--- src/rtl/rflags_pkg.sv ---
package rflags_pkg;
  localparam int FLAG_W = 32;

  localparam int B_CF   = 0;
  localparam int B_RS1  = 1;
  localparam int B_PF   = 2;
  localparam int B_RS3  = 3;
  localparam int B_AF   = 4;
  localparam int B_RS5  = 5;
  localparam int B_ZF   = 6;
  localparam int B_SF   = 7;
  localparam int B_TF   = 8;
  localparam int B_IF   = 9;
  localparam int B_DF   = 10;
  localparam int B_OF   = 11;
  localparam int B_IOPL = 12;
  localparam int B_NT   = 14;
  localparam int B_RS15 = 15;
  localparam int B_RF   = 16;
  localparam int B_VM   = 17;
  localparam int B_AC   = 18;
  localparam int B_VIF  = 19;
  localparam int B_VIP  = 20;
  localparam int B_ID   = 21;

  localparam logic [FLAG_W-1:0] RESET_VAL = 32'h0000_0002;

  typedef enum logic [1:0] {
    OSZ_16 = 2'b00,
    OSZ_32 = 2'b01,
    OSZ_64 = 2'b10
  } osz_e;
endpackage

--- src/rtl/rflags_mask_gen.sv ---
module rflags_mask_gen
  import rflags_pkg::*;
#(
  parameter int GEN_LEVEL = 6
) (
  input  logic [1:0]        prev_cpl_i,
  input  logic [1:0]        iopl_i,
  input  logic [1:0]        op_size_i,
  input  logic              long_i,
  output logic [FLAG_W-1:0] mask_o
);
  localparam int HALF_W = FLAG_W / 2;
  localparam bit GEN_HAS_ACID = (GEN_LEVEL >= 4);

  logic [FLAG_W-1:0] base_m;
  logic [FLAG_W-1:0] acid_m;
  logic [FLAG_W-1:0] if_m;
  logic [FLAG_W-1:0] priv_m;
  logic [FLAG_W-1:0] full_m;

  always_comb begin
    base_m = '0;
    base_m[B_CF] = 1'b1;
    base_m[B_PF] = 1'b1;
    base_m[B_AF] = 1'b1;
    base_m[B_ZF] = 1'b1;
    base_m[B_SF] = 1'b1;
    base_m[B_TF] = 1'b1;
    base_m[B_DF] = 1'b1;
    base_m[B_OF] = 1'b1;
    base_m[B_NT] = 1'b1;
    base_m[B_RF] = 1'b1;
  end

  generate
    if (GEN_HAS_ACID) begin : g_acid_always
      always_comb begin
        acid_m = '0;
        acid_m[B_AC] = 1'b1;
        acid_m[B_ID] = 1'b1;
      end
    end else begin : g_acid_long
      always_comb begin
        acid_m = '0;
        acid_m[B_AC] = long_i;
        acid_m[B_ID] = long_i;
      end
    end
  endgenerate

  always_comb begin
    if_m = '0;
    if_m[B_IF] = (prev_cpl_i <= iopl_i);
    priv_m = '0;
    priv_m[B_VIP]      = (prev_cpl_i == 2'd0);
    priv_m[B_VIF]      = (prev_cpl_i == 2'd0);
    priv_m[B_IOPL]     = (prev_cpl_i == 2'd0);
    priv_m[B_IOPL + 1] = (prev_cpl_i == 2'd0);
  end

  always_comb begin
    full_m = base_m | acid_m | if_m | priv_m;
    if (op_size_i == OSZ_16) begin
      mask_o = {{(FLAG_W - HALF_W){1'b0}}, full_m[HALF_W-1:0]};
    end else begin
      mask_o = full_m;
    end
  end
endmodule

--- src/rtl/rflags_combine.sv ---
module rflags_combine
  import rflags_pkg::*;
(
  input  logic [FLAG_W-1:0] popped_i,
  input  logic [FLAG_W-1:0] cur_i,
  input  logic [FLAG_W-1:0] mask_i,
  input  logic              long_i,
  output logic [FLAG_W-1:0] merged_o
);
  logic [FLAG_W-1:0] image;
  logic [FLAG_W-1:0] raw;

  always_comb begin
    image = popped_i;
    if (long_i) begin
      image[B_VM] = 1'b0;
    end
    raw = (image & mask_i) | (cur_i & ~mask_i);
    merged_o = raw;
    merged_o[B_RS1]  = 1'b1;
    merged_o[B_RS3]  = 1'b0;
    merged_o[B_RS5]  = 1'b0;
    merged_o[B_RS15] = 1'b0;
  end
endmodule

--- src/rtl/rflags_merge.sv ---
module rflags_merge
  import rflags_pkg::*;
#(
  parameter int GEN_LEVEL = 6
) (
  input  logic              clk_i,
  input  logic              rst_ni,
  input  logic              upd_i,
  input  logic [31:0]       popped_i,
  input  logic [1:0]        prev_cpl_i,
  input  logic [1:0]        op_size_i,
  input  logic              long_i,
  output logic [31:0]       flags_o
);
  logic [FLAG_W-1:0] flags_q;
  logic [FLAG_W-1:0] flags_d;
  logic [FLAG_W-1:0] mask;
  logic [FLAG_W-1:0] merged;

  rflags_mask_gen #(.GEN_LEVEL(GEN_LEVEL)) u_mask (
    .prev_cpl_i (prev_cpl_i),
    .iopl_i     (flags_q[B_IOPL+1:B_IOPL]),
    .op_size_i  (op_size_i),
    .long_i     (long_i),
    .mask_o     (mask)
  );

  rflags_combine u_comb (
    .popped_i (popped_i),
    .cur_i    (flags_q),
    .mask_i   (mask),
    .long_i   (long_i),
    .merged_o (merged)
  );

  always_comb begin
    flags_d = flags_q;
    if (upd_i) begin
      flags_d = merged;
    end
  end

  always_ff @(posedge clk_i or negedge rst_ni) begin
    if (!rst_ni) begin
      flags_q <= RESET_VAL;
    end else begin
      flags_q <= flags_d;
    end
  end

  assign flags_o = flags_q;

  a_r4_if_guard: assert property (@(posedge clk_i) disable iff (!rst_ni)
    (upd_i && (prev_cpl_i > flags_o[B_IOPL+1:B_IOPL])) |=> $stable(flags_o[B_IF]));

  a_r5_priv_guard: assert property (@(posedge clk_i) disable iff (!rst_ni)
    (upd_i && (prev_cpl_i != 2'd0)) |=>
      ($stable(flags_o[B_VIP:B_VIF]) && $stable(flags_o[B_IOPL+1:B_IOPL])));

  a_r6_upper_keep: assert property (@(posedge clk_i) disable iff (!rst_ni)
    (upd_i && (op_size_i == OSZ_16)) |=> $stable(flags_o[FLAG_W-1:FLAG_W/2]));

  a_r7_vm_fixed: assert property (@(posedge clk_i) disable iff (!rst_ni)
    upd_i |=> $stable(flags_o[B_VM]));

  a_r8_reserved: assert property (@(posedge clk_i) disable iff (!rst_ni)
    (flags_o[B_RS1] && !flags_o[B_RS3] && !flags_o[B_RS5] && !flags_o[B_RS15]));

  a_r9_hold: assert property (@(posedge clk_i) disable iff (!rst_ni)
    !upd_i |=> $stable(flags_o));

  a_r10_top_fixed: assert property (@(posedge clk_i) disable iff (!rst_ni)
    upd_i |=> $stable(flags_o[FLAG_W-1:B_ID+1]));
endmodule

--- config.mk ---
export PLATFORM = sky130hd
export DESIGN_NAME = rflags_merge
export DESIGN_NICKNAME = d
export VERILOG_FILES = /design/src/rtl/rflags_pkg.sv /design/src/rtl/rflags_mask_gen.sv /design/src/rtl/rflags_combine.sv /design/src/rtl/rflags_merge.sv
export SDC_FILE = /design/constraint.sdc
export NUM_CORES = 1
export LEC_CHECK = 0
export BUFFER_PORTS_ARGS = -buffer_cell sky130_fd_sc_hd__buf_2
export CAP_MARGIN = 20
export CORE_MARGIN = 2
export CORE_UTILIZATION = 46
export CTS_BUF_LIST = sky130_fd_sc_hd__clkbuf_16
export DETAILED_ROUTE_END_ITERATION = 10
export GPL_TIMING_DRIVEN = 0
export PLACE_DENSITY = 0.76
export SYNTH_ARGS = -nofsm -noshare
export SYNTH_HDL_FRONTEND = slang
export SYNTH_HIERARCHICAL = 1
export SYNTH_SLANG_ARGS = --single-unit
--- constraint.sdc ---
create_clock -name clk_i -period 1.7 [get_ports clk_i]
set_input_delay 0.34 -clock clk_i [delete_from_list [all_inputs] [get_ports clk_i]]
set_output_delay 0.34 -clock clk_i [all_outputs]
set_load 0.01 [all_outputs]
### After elaboration in Yosys (flattened, before gate mapping)

Index checks and enable logic that the tools add are counted.

| cells by class | value |
|---|---|
| order comparisons | 1 |
| muxes and demuxes | 2 |
| bitwise logic cells | 5 |
| reduce and logical (&&, ||, !) cells | 2 |

Operators by type and width:

| operator | count |
|---|---|
| $and 32x22->32 | 1 |
| $and 32x32->32 | 1 |
| $not 22->32 | 1 |
| $or 32x32->32 | 1 |
| $mux 22 | 1 |
| $or 22x21->22 | 1 |
| $logic_not 2->1 | 2 |
| $le 2x2->1 | 1 |
| $mux 1 | 1 |

| storage, ports and cells | value |
|---|---|
| register bits | 28 |
| output and inout bits | 32 |

### Depth between registers and ports, before layout

| logic depth | value |
|---|---|
| word-level depth | 6 |
| depth in mapped cells | 6 |
| depth with buffers taken out | 6 |

### Modules after synthesis

The synthesis kept the hierarchy.

Modules (own cells, without submodules):

| module | instances | cells each | area an instance (um^2) | sequential area each (um^2) |
|---|---|---|---|---|
| rflags_merge | 1 | 68 | 1346.3 | 802.0 |
| rflags_combine | 1 | 36 | 459.2 | 0.0 |
| rflags_mask_gen | 1 | 40 | 281.5 | 0.0 |

### Worst setup path before layout

No wires, ideal clock.

| path | value |
|---|---|
| kind | reg-to-reg |
| start | register flags_q[13] (netlist: flags_o[13]) |
| end | register flags_q[9] (netlist: flags_o[9]) |
| setup time | 125 ps |
| arrival | 1592 ps |
| data required time | 1575 ps |
| setup slack | -17 ps |
| stages on the path, launching flop included | 7 |
| period minus slack after synthesis | 1717 ps |
| cells stage by stage | dfrtp_1 > inv_1 > ha_1 > nor2b_1 > o21ai_0 > mux2_4 > mux2_4 |

| on the way | value |
|---|---|
| cells in the longest elaborated chain, start to end | 6 |

RTL lines:

| what | line | text |
|---|---|---|
| start, declared | rflags_merge.sv:15 | `logic [FLAG_W-1:0] flags_q;` |
| start signal, assigned | rflags_merge.sv:47 | `flags_q <= flags_d;` |
| $le 2x2->1 * | rflags_mask_gen.sv:53 | `if_m[B_IF] = (prev_cpl_i <= iopl_i);` |
| $or 22x21->22 * | rflags_mask_gen.sv:62 | `full_m = base_m \| acid_m \| if_m \| priv_m;` |
| $mux 22 * | rflags_mask_gen.sv:63 | `if (op_size_i == OSZ_16) begin` |
| named net mask[9] | rflags_merge.sv:17 | `logic [FLAG_W-1:0] mask;` |
| $not 22->32 | rflags_combine.sv:18 | `raw = (image & mask_i) \| (cur_i & ~mask_i);` |
| $and 32x32->32 | rflags_combine.sv:18 |  |
| $or 32x32->32 * | rflags_combine.sv:18 |  |
| named net merged[9] | rflags_merge.sv:18 | `logic [FLAG_W-1:0] merged;` |

Mark *: on every way through the listed nets, which the timed path passes. The rest lies on a longest branch.
A chain may end at the register's enable or synchronous reset.

### Worst setup path after layout

Same ends and word-level chain as after synthesis.

==> results.md <==
- Status: completed
- CP Class: flop to flop
- ANT cells: 0
- Met1 usage: 16.8%
- CTS H-Tree Depth: 2
- Clock Skews: 0.00163 ns
- Comb power frac: 33.4%
- Final Wtd Congestion: 0.704
- GRT Residual Overflow: 0
- DRT iter0 DRCs: 29
- Maxcap violations: 0
- Post-DP HPWL: 2.52 mm
- Worst-Margin Slew: 0.692 ns
- I/O Buffers: 66
- Placed insts: 278
- Row count: 24
- Die ar.: 5020 sq um
- CP max FO: 2
- Sequential share of power: 37.5%
- Detailed Route WL: 3.32 mm
- Die W: 70.9 um
- CTS Sinks: 32
- Via density: 4.22
- Worst skew pair latency: 0.27 ns
- Worst hold-check path type: input port to asynchronous set/reset pin
- Largest register FFs: 32
- Number of fill cells: 356
- Max VDD drop: 0.618 mV
- Min Tclk post-route: 1.66 ns
- Core area: 4320 sq um
- Max Buffers Root-to-Sink: 2
- GRT busiest layer: met2
- Part of the power in the clock network: 29.1%
- Ratio of final minimum period to clock period: 97.9%
- FF+latch area: 802 sq um
- Data required, critical path: 1.85 ns
- Avg Cell Area, Syn: 14.7 sq um
- P_sw: 0.000734 W
- Final Power: 0.00280 W
- Crit. End Element: flop
- Met2 Usage GRT: 25.2%
- Leakage: 1.49 nW
- Clock root cell: clkbuf_16
- Final #Nets: 277
- Final setup TNS: 0 ns
- DR WL/cell: 11.5 um
- FF-to-FF setup slack: 0.04 ns
- Final ANT Viol Nets: 0
- Initial antenna violation count: 0
- Reg2Reg Depth: 6
- CP Launch Type: flop
- # DRC: 0
- Final Hold Viols: 0
- Fin cells: 288
- F_max: 601 MHz
- Post-cts hold buffer count: 0
- Final Worst Setup Slack: 0.0357 ns
- Initial core utilization: 47.6%
- GR Layer Usage met3: 4.13%
- Final Slew Violations: 0
- Pre-CTS setup slack: -0.0272 ns
- TritonCTS Buffers: 5
- CTS tree: done
- Via count: 1216
- Mapped Area: 2060 sq um
- Cell count after synthesis: 140
- Die height: 70.9 um
- Slew HR: 53.9%
- Power Density: 1040 nW/um^2
- Switching Share: 26.2%
- P&R area growth vs syn: 30.9%
- Vias in the first global route: 1234
- Share of layout cells above drive strength 1: 70.8%
- Power Internal: 0.00207 W
- Finish-stage setup viols: 0
- Worst Path Arrival: 1.81 ns
- First-pass GRT wire length: 5.55 mm
- Total GRT Usage: 14.4%
- Largest net degree at the start of global routing: 33
- Pre-antenna DRT Iters: 3
- Reg-to-reg critical path endpoint: flags_o[9]
- Yosys warnings: 6
- Area occupied by multi-input gates: 1050 sq um
- IO Pins: 72
- FF-to-FF Start: flags_o[13]
- Clock slew at reported path FFs: 0.05 ns
==> worst max-delay path by stage <==
| stage | startpoint | to | slack [ns] |
|---|---|---|---|
| 3_5_place_dp | prev_cpl_i[0] | flags_o[20] | -0.03 |
| 5_1_grt | flags_o[13] | flags_o[9] | -0.02 |
| 6_report | flags_o[13] | flags_o[9] | 0.04 |
| 2_1_floorplan | flags_o[13] | flags_o[9] | 0.03 |
| 3_3_place_gp | prev_cpl_i[1] | flags_o[9] | -0.02 |
| 4_1_cts | flags_o[13] | flags_o[9] | 0.03 |
==> stage by stage <==
stage | hold WS, ns | instance area [sq um] | utilization, %
6_report | 0.117 | 2690 | 62.3
5_1_grt | 0.187 | 2690 | 62.3
4_1_cts | 0.148 | 2670 | 61.8
3_5_place_dp | 0.437 | 2530 | 58.4
3_3_place_gp | 0.430 | 2530 | 58.4
2_1_floorplan | 0.0444 | 2130 | -
==> area by class of cell <==
| type | instances | area share, % |
|---|---|---|
| clock inverter | 3 | 0.465 |
| multi-input combinational | 93 | 39.0 |
| clock buffer | 5 | 4.65 |
| sequential | 32 | 29.8 |
| tap | 52 | 2.42 |
| buffer | 32 | 10.5 |
| inverter | 3 | 0.418 |
| timing repair buffer | 68 | 12.8 |
==> placed cells by master, fill, tap and decap left out <==
master and count:
inv_1 5, buf_2 66, nand3b_1 1, mux2_4 57, clkbuf_16 5, o21ai_0 1
clkinv_2 1, dfrtp_1 31, o21ai_1 1, and2_1 1, mux2_2 2, nor2_1 1
conb_1 24, nor2b_1 1, buf_4 30, or2_1 1, dfstp_2 1, ha_4 1
buf_6 1, ha_1 1, nand2_1 1, buf_12 3
==> worst max-delay path, cell delays in order, from the launching register on <==
cell and delay (ns):
dfrtp_1 0.38, inv_1 0.09, ha_4 0.20, nor2b_1 0.12, o21ai_1 0.18, mux2_4 0.31
mux2_4 0.26
==> power by group through the flow <==
| stage | logic (W) | registers (W) | clock network, W |
|---|---|---|---|
| 2_1_floorplan | 0.000559 | 0.00113 | 0 |
| 6_report | 0.000936 | 0.00105 | 0.000814 |
| 3_3_place_gp | 0.000883 | 0.00106 | 0 |
| 4_1_cts | 0.000927 | 0.00106 | 0.000836 |
| 3_5_place_dp | 0.000906 | 0.00106 | 0 |
| 5_1_grt | 0.00101 | 0.00108 | 0.000872 |
==> what timing repair did <==
item / 4_1_cts / 5_1_grt
setup buffers: 1 / 1
endpoints found under the setup margin: 1 / 1
pin swaps: 0 / 1
hold endpoints to repair: 0 / 0
gates resized for setup: 0 / 1
==> per-layer routing <==
layer  up-vias  part of all wire (%)
met2        38                    50
met3         4                   6.0
met5         -                     0
met4         0                  0.81
met1       559                    43
li1        615                     -
No activity file was read; power rests on OpenSTA's default activity.
